===== src/rtl/gpr_dp_pkg.sv =====
package gpr_dp_pkg;

  localparam int OPR_W = 5;

  typedef enum logic [OPR_W-1:0] {
    OP_PASS = 5'h00,
    OP_INC  = 5'h01,
    OP_ADD  = 5'h02,
    OP_SUB  = 5'h05,
    OP_DEC  = 5'h06,
    OP_AND  = 5'h08,
    OP_OR   = 5'h0A,
    OP_XOR  = 5'h0C,
    OP_NOT  = 5'h0E,
    OP_SHR  = 5'h10,
    OP_SHL  = 5'h18
  } opr_e;

  typedef struct packed {
    logic c;
    logic s;
    logic z;
    logic v;
  } flags_t;

endpackage


===== src/rtl/gpr_src_mux.sv =====
module gpr_src_mux #(
  parameter int DATA_W = 8,
  parameter int NREG   = 7,
  parameter int SEL_W  = 3
) (
  input  logic [NREG:1][DATA_W-1:0] regs,
  input  logic [DATA_W-1:0]         ext_in,
  input  logic [SEL_W-1:0]          sel,
  output logic [DATA_W-1:0]         bus_out
);

  // Code 0 selects the external input; codes 1..NREG select a register.
  always_comb begin
    bus_out = ext_in;
    for (int i = 1; i <= NREG; i++) begin
      if (sel == SEL_W'(i)) bus_out = regs[i];
    end
  end

endmodule


===== src/rtl/gpr_alu.sv =====
module gpr_alu
  import gpr_dp_pkg::*;
#(
  parameter int DATA_W = 8
) (
  input  logic [DATA_W-1:0] a,
  input  logic [DATA_W-1:0] b,
  input  logic [OPR_W-1:0]  opr,
  output logic [DATA_W-1:0] result,
  output flags_t            flags_nxt
);

  logic [DATA_W-1:0] b_op;
  logic              cin;
  logic              logic_op;
  logic [DATA_W-1:0] logic_res;
  logic [DATA_W-1:0] lo_sum;
  logic [1:0]        hi_sum;
  logic              c_msb_in;
  logic              c_out;

  // Operand conditioning and opcode decode
  always_comb begin
    b_op      = '0;
    cin       = 1'b0;
    logic_op  = 1'b0;
    logic_res = a;
    unique case (opr)
      OP_INC: cin = 1'b1;
      OP_ADD: b_op = b;
      OP_SUB: begin b_op = ~b; cin = 1'b1; end
      OP_DEC: b_op = '1;
      OP_AND: begin logic_op = 1'b1; logic_res = a & b; end
      OP_OR:  begin logic_op = 1'b1; logic_res = a | b; end
      OP_XOR: begin logic_op = 1'b1; logic_res = a ^ b; end
      OP_NOT: begin logic_op = 1'b1; logic_res = ~a; end
      OP_SHR: begin logic_op = 1'b1; logic_res = {1'b0, a[DATA_W-1:1]}; end
      OP_SHL: begin logic_op = 1'b1; logic_res = {a[DATA_W-2:0], 1'b0}; end
      default: ;
    endcase
  end

  // The adder is split at the top bit so that the carry into it can be seen.
  always_comb begin
    lo_sum   = {1'b0, a[DATA_W-2:0]} + {1'b0, b_op[DATA_W-2:0]} + {{(DATA_W-1){1'b0}}, cin};
    c_msb_in = lo_sum[DATA_W-1];
    hi_sum   = {1'b0, a[DATA_W-1]} + {1'b0, b_op[DATA_W-1]} + {1'b0, c_msb_in};
    c_out    = hi_sum[1];
  end

  always_comb begin
    if (logic_op) begin
      result      = logic_res;
      flags_nxt.c = 1'b0;
      flags_nxt.v = 1'b0;
    end else begin
      result      = {hi_sum[0], lo_sum[DATA_W-2:0]};
      flags_nxt.c = c_out;
      flags_nxt.v = c_out ^ c_msb_in;
    end
    flags_nxt.s = result[DATA_W-1];
    flags_nxt.z = (result == '0);
  end

endmodule


===== src/rtl/gpr_regfile.sv =====
module gpr_regfile #(
  parameter int DATA_W = 8,
  parameter int NREG   = 7,
  parameter int SEL_W  = 3
) (
  input  logic                      clk,
  input  logic                      rst_n,
  input  logic [SEL_W-1:0]          wr_sel,
  input  logic [DATA_W-1:0]         wr_data,
  output logic [NREG:1][DATA_W-1:0] regs_q
);

  logic [NREG:1] wr_en;

  // Destination decoder; code 0 enables nothing.
  always_comb begin
    wr_en = '0;
    for (int i = 1; i <= NREG; i++) begin
      if (wr_sel == SEL_W'(i)) wr_en[i] = 1'b1;
    end
  end

  for (genvar g = 1; g <= NREG; g++) begin : g_reg
    always_ff @(posedge clk or negedge rst_n) begin
      if (!rst_n) begin
        regs_q[g] <= '0;
      end else if (wr_en[g]) begin
        regs_q[g] <= wr_data;
      end
    end
  end

endmodule


===== src/rtl/gpr_bus_datapath.sv =====
module gpr_bus_datapath
  import gpr_dp_pkg::*;
#(
  parameter int DATA_W = 8,
  parameter int NREG   = 7,
  localparam int SEL_W = $clog2(NREG + 1),
  localparam int CW_W  = 3 * SEL_W + OPR_W
) (
  input  logic              clk,
  input  logic              rst_n,
  input  logic [CW_W-1:0]   ctrl_word,
  input  logic [DATA_W-1:0] ext_in,
  output logic [DATA_W-1:0] ext_out,
  output logic              flag_c,
  output logic              flag_s,
  output logic              flag_z,
  output logic              flag_v
);

  localparam int A_LSB = 2 * SEL_W + OPR_W;
  localparam int B_LSB = SEL_W + OPR_W;
  localparam int D_LSB = OPR_W;

  logic [SEL_W-1:0]          sel_a;
  logic [SEL_W-1:0]          sel_b;
  logic [SEL_W-1:0]          sel_d;
  logic [OPR_W-1:0]          opr;
  logic [NREG:1][DATA_W-1:0] regs_q;
  logic [DATA_W-1:0]         bus_a;
  logic [DATA_W-1:0]         bus_b;
  logic [DATA_W-1:0]         alu_res;
  flags_t                    flags_d;
  flags_t                    flags_q;

  assign sel_a = ctrl_word[A_LSB +: SEL_W];
  assign sel_b = ctrl_word[B_LSB +: SEL_W];
  assign sel_d = ctrl_word[D_LSB +: SEL_W];
  assign opr   = ctrl_word[OPR_W-1:0];

  gpr_src_mux #(.DATA_W(DATA_W), .NREG(NREG), .SEL_W(SEL_W)) u_mux_a (
    .regs(regs_q), .ext_in(ext_in), .sel(sel_a), .bus_out(bus_a)
  );

  gpr_src_mux #(.DATA_W(DATA_W), .NREG(NREG), .SEL_W(SEL_W)) u_mux_b (
    .regs(regs_q), .ext_in(ext_in), .sel(sel_b), .bus_out(bus_b)
  );

  gpr_alu #(.DATA_W(DATA_W)) u_alu (
    .a(bus_a), .b(bus_b), .opr(opr), .result(alu_res), .flags_nxt(flags_d)
  );

  gpr_regfile #(.DATA_W(DATA_W), .NREG(NREG), .SEL_W(SEL_W)) u_rf (
    .clk(clk), .rst_n(rst_n), .wr_sel(sel_d), .wr_data(alu_res), .regs_q(regs_q)
  );

  always_ff @(posedge clk or negedge rst_n) begin
    if (!rst_n) flags_q <= '0;
    else        flags_q <= flags_d;
  end

  assign ext_out = alu_res;
  assign flag_c  = flags_q.c;
  assign flag_s  = flags_q.s;
  assign flag_z  = flags_q.z;
  assign flag_v  = flags_q.v;

endmodule


===== config.mk =====
export PLATFORM = sky130hd
export DESIGN_NAME = gpr_bus_datapath
export DESIGN_NICKNAME = d
export VERILOG_FILES = /design/src/rtl/gpr_dp_pkg.sv /design/src/rtl/gpr_src_mux.sv /design/src/rtl/gpr_alu.sv /design/src/rtl/gpr_regfile.sv /design/src/rtl/gpr_bus_datapath.sv
export SDC_FILE = /design/constraint.sdc
export NUM_CORES = 1
export LEC_CHECK = 0
export BUFFER_PORTS_ARGS = -buffer_cell sky130_fd_sc_hd__buf_4
export CORE_UTILIZATION = 40
export DETAILED_ROUTE_END_ITERATION = 8
export PLACE_DENSITY = 0.54
export SYNTH_ARGS = -nofsm -noshare
export SYNTH_HDL_FRONTEND = slang
export SYNTH_SLANG_ARGS = --single-unit

===== constraint.sdc =====
create_clock -name clk -period 12 [get_ports clk]
set_input_delay 0.6 -clock clk [delete_from_list [all_inputs] [get_ports clk]]
set_output_delay 0.6 -clock clk [all_outputs]
set_load 0.02 [all_outputs]

==> insert_results.sql <==
INSERT INTO impl_metrics (metric_group, metric, value, unit) VALUES
('status', 'run_status', 'finished, final reports clean', ''),
('die', 'core-area', '0.0121', 'sq mm'),
('global_route', 'grt_pass1_wl', '24300', 'um'),
('cells_and_area', 'syn_to_final_growth', '11.1', '%'),
('routing', 'drt.antenna.violating_nets', '0', ''),
('timing', 'worst_slack_setup_final', '6780', 'ps'),
('logic_synthesis', 'synth_enable_flop_cells', '0', ''),
('die', 'num_rows', '40', ''),
('logic_synthesis', 'synth_commonest_cells', 'sky130_fd_sc_hd__nand2_1 (87), sky130_fd_sc_hd__o21ai_0 (74), sky130_fd_sc_hd__dfrtp_1 (60)', ''),
('clocking', 'clk_latency', '340', 'ps'),
('global_route', 'largest_net_degree_at_the_start_of_global_routing', '61', ''),
('global_route', 'grt_antenna_before_repair', '0', ''),
('placed_design', 'port_bufs', '35', ''),
('clocking', 'tritoncts.num_buffers', '9', ''),
('logic_synthesis', 'synth.yosys.warnings', '0', ''),
('placed_design', 'place_ws', '6800', 'ps'),
('die', 'die-width', '114', 'um'),
('clocking', 'cts.sink_count', '60', ''),
('timing', 'unrepaired_setup_endpoints_after_global_routing', 'false', ''),
('job', 'timing.max_cap.violations', '0', ''),
('clocking', 'post_cts.repair.setup_buffers', '0', ''),
('cells_and_area', 'multi_input_comb_area', '0.00314', 'sq mm'),
('power_and_ir_drop', 'maximum_vdd_drop', '0.109', 'mV'),
('routing', 'drtPass1Iterations', '5', ''),
('logic_synthesis', 'mappedNetlistArea', '0.00499', 'sq mm'),
('timing', 'max_clock_freq', '0.192', 'GHz'),
('timing', 'finalSetupViolations', '0', ''),
('cells_and_area', 'antenna-diode-count', '0', ''),
('setup_path', 'startpoint_kind_of_the_worst_setup_timing_path', 'primary input', ''),
('power_and_ir_drop', 'p_per_area', '168', 'mW/mm^2'),
('die', 'die-area', '0.0129', 'sq mm'),
('clocking', 'path_clk_slew', '50', 'ps'),
('clocking', 'ctsHtreeMaxLevel', '3', ''),
('logic_synthesis', 'post_synthesis_net_count', '625', ''),
('placed_design', 'place.detailed.hpwl', '11200', 'um'),
('clocking', 'clockBufferDepth', '2', ''),
('timing', 'slew_headroom', '43.9', '%'),
('timing', 'drv_slew', '0', ''),
('timing', 'timing.final.crit_share', '43.5', '%'),
('cells_and_area', 'seqCellArea', '0.00150', 'sq mm'),
('timing', 'hold_violations', '0', ''),
('die', 'floorplan.io_pins', '36', ''),
('setup_path', 'peak_per_stage_delay_on_the_critical_path', '470', 'ps'),
('logic_synthesis', 'share_of_the_yosys_chip_area_belonging_to_registers', '30.1', '%'),
('clocking', 'cts_tree', 'done', ''),
('power_and_ir_drop', 'clockPowerShare', '29.9', '%'),
('power_and_ir_drop', 'power.share.switching', '36.9', '%'),
('min_path', 'timing.hold.worst.class', 'in -> async', ''),
('setup_path', 'criticalPathCategory', 'in -> out', ''),
('logic_synthesis', 'mean_post_synth_cell_area', '8.67', 'sq um'),
('power_and_ir_drop', 'combPwrFrac', '35.3', '%'),
('setup_path', 'critPathCaptureType', 'output pin', ''),
('setup_path', 'cp.buffers_inverters', '4', ''),
('power_and_ir_drop', 'seq_power_share', '34.7', '%'),
('global_route', 'grt_overflow', '0', ''),
('logic_synthesis', 'postSynthRegisterBits', '60', ''),
('clocking', 'cts_root_buf', 'sky130_fd_sc_hd__clkbuf_16', ''),
('logic_synthesis', 'synth_flop_cell', 'sky130_fd_sc_hd__dfrtp_1', ''),
('routing', 'totalWireLength', '15300', 'um'),
('timing', 'final_critical_path_time_including_i_o_delays_and_setup', '5220', 'ps'),
('placed_design', 'place_congestion', '0.940', ''),
('clocking', 'cts.hold.buffers_added', '0', ''),
('logic_synthesis', 'synth.most_common_cell', 'sky130_fd_sc_hd__nand2_1', ''),
('power_and_ir_drop', 'power.leakage', '0.00247', 'uW'),
('cells_and_area', 'finish.net_count', '635', ''),
('logic_synthesis', 'synth_top_area_cell', 'sky130_fd_sc_hd__dfrtp_1', ''),
('die', 'die_h', '114', 'um'),
('setup_path', 'timing.critical_path.required', '11400', 'ps'),
('power_and_ir_drop', 'power.switching', '344', 'uW'),
('timing', 'max_slew.worst_pin.slew', '838', 'ps'),
('timing', 'skew', '6.53', 'ps');
==> worst paths after layout <==
kind	startpoint	end	slack, ps	cells after the start
setup / recovery	ctrl_word[8]	ext_out[7]	6780	20
hold / removal	rst_n	u_rf.regs_q[6]	350	1
setup reg to reg	u_rf.regs_q[9]	flag_z	7830	18
hold reg to reg	u_rf.regs_q[21]	u_rf.regs_q[21]	510	2
max in group asynchronous	rst_n	flag_v	11110	1
min in group clk	u_rf.regs_q[21]	u_rf.regs_q[21]	510	2
==> logic make-up (layout without fill, tap and decap cells) <==
family	after synthesis	after routing	synth area share [%]
simple gates	192	192	18.9
compound gates	183	183	25.3
buf+inv	69	83	7.16
flops	60	60	30.1
mux	43	43	11.2
fa+ha+maj	25	25	6.71
xor+xnor	4	4	0.702
==> power by group through the flow <==
stage	clock network [uW]	registers, uW	logic, uW
after floorplan	0	301	240
after global placement	0	325	323
after detailed placement	0	326	328
after CTS	284	323	330
after global routing	293	331	367
final	279	324	330
==> layout by cell type, fill, tap and decap left out, types with 6 or more instances in the layout <==
cell,n
sky130_fd_sc_hd__clkbuf_16,9
sky130_fd_sc_hd__mux2i_1,19
sky130_fd_sc_hd__nor3_1,9
sky130_fd_sc_hd__a22o_1,7
sky130_fd_sc_hd__nand2b_1,12
sky130_fd_sc_hd__o21ai_0,74
sky130_fd_sc_hd__o22ai_1,6
sky130_fd_sc_hd__nand2_1,87
sky130_fd_sc_hd__a21oi_1,35
sky130_fd_sc_hd__dfrtp_1,60
sky130_fd_sc_hd__mux2_2,12
sky130_fd_sc_hd__nor2_1,32
sky130_fd_sc_hd__inv_1,31
sky130_fd_sc_hd__mux4_2,9
sky130_fd_sc_hd__buf_4,35
sky130_fd_sc_hd__ha_1,22
==> flip-flops by register name, indices dropped and copies added, names as in the netlist <==
register,cells
flag_c,1
flag_z,1
flag_s,1
flag_v,1
u_rf.regs_q,56
==> stage by stage <==
stage	cell area, sq um	total power, uW	hold WS [ps]	utilization (%)	instances
global route	5550	991	419	45.8	758
floorplan	4990	541	304	-	576
CTS	5550	937	378	45.8	758
detailed placement	5230	654	502	43.2	743
global placement	5230	648	486	43.2	743
finish	5550	932	349	45.8	758
==> layer usage <==
layer	GRT usage (%)	vias to the layer above	wire length, um
met5	0	-	0
met4	8.25	0	301
met3	5.05	22	893
met2	38.8	146	6790
met1	36.2	2123	7330
li1	-	2091	-
==> area by class of cell <==
| type | instances | share of cell area (%) |
|---|---|---|
| clock buffer | 11 | 4.37 |
| multi-input combinational | 447 | 56.5 |
| timing repair buffer | 35 | 4.73 |
| sequential | 60 | 27.1 |
| clock inverter | 4 | 1.33 |
| inverter | 33 | 2.23 |
| tap | 168 | 3.79 |
No activity file was read; power rests on OpenSTA's default activity.
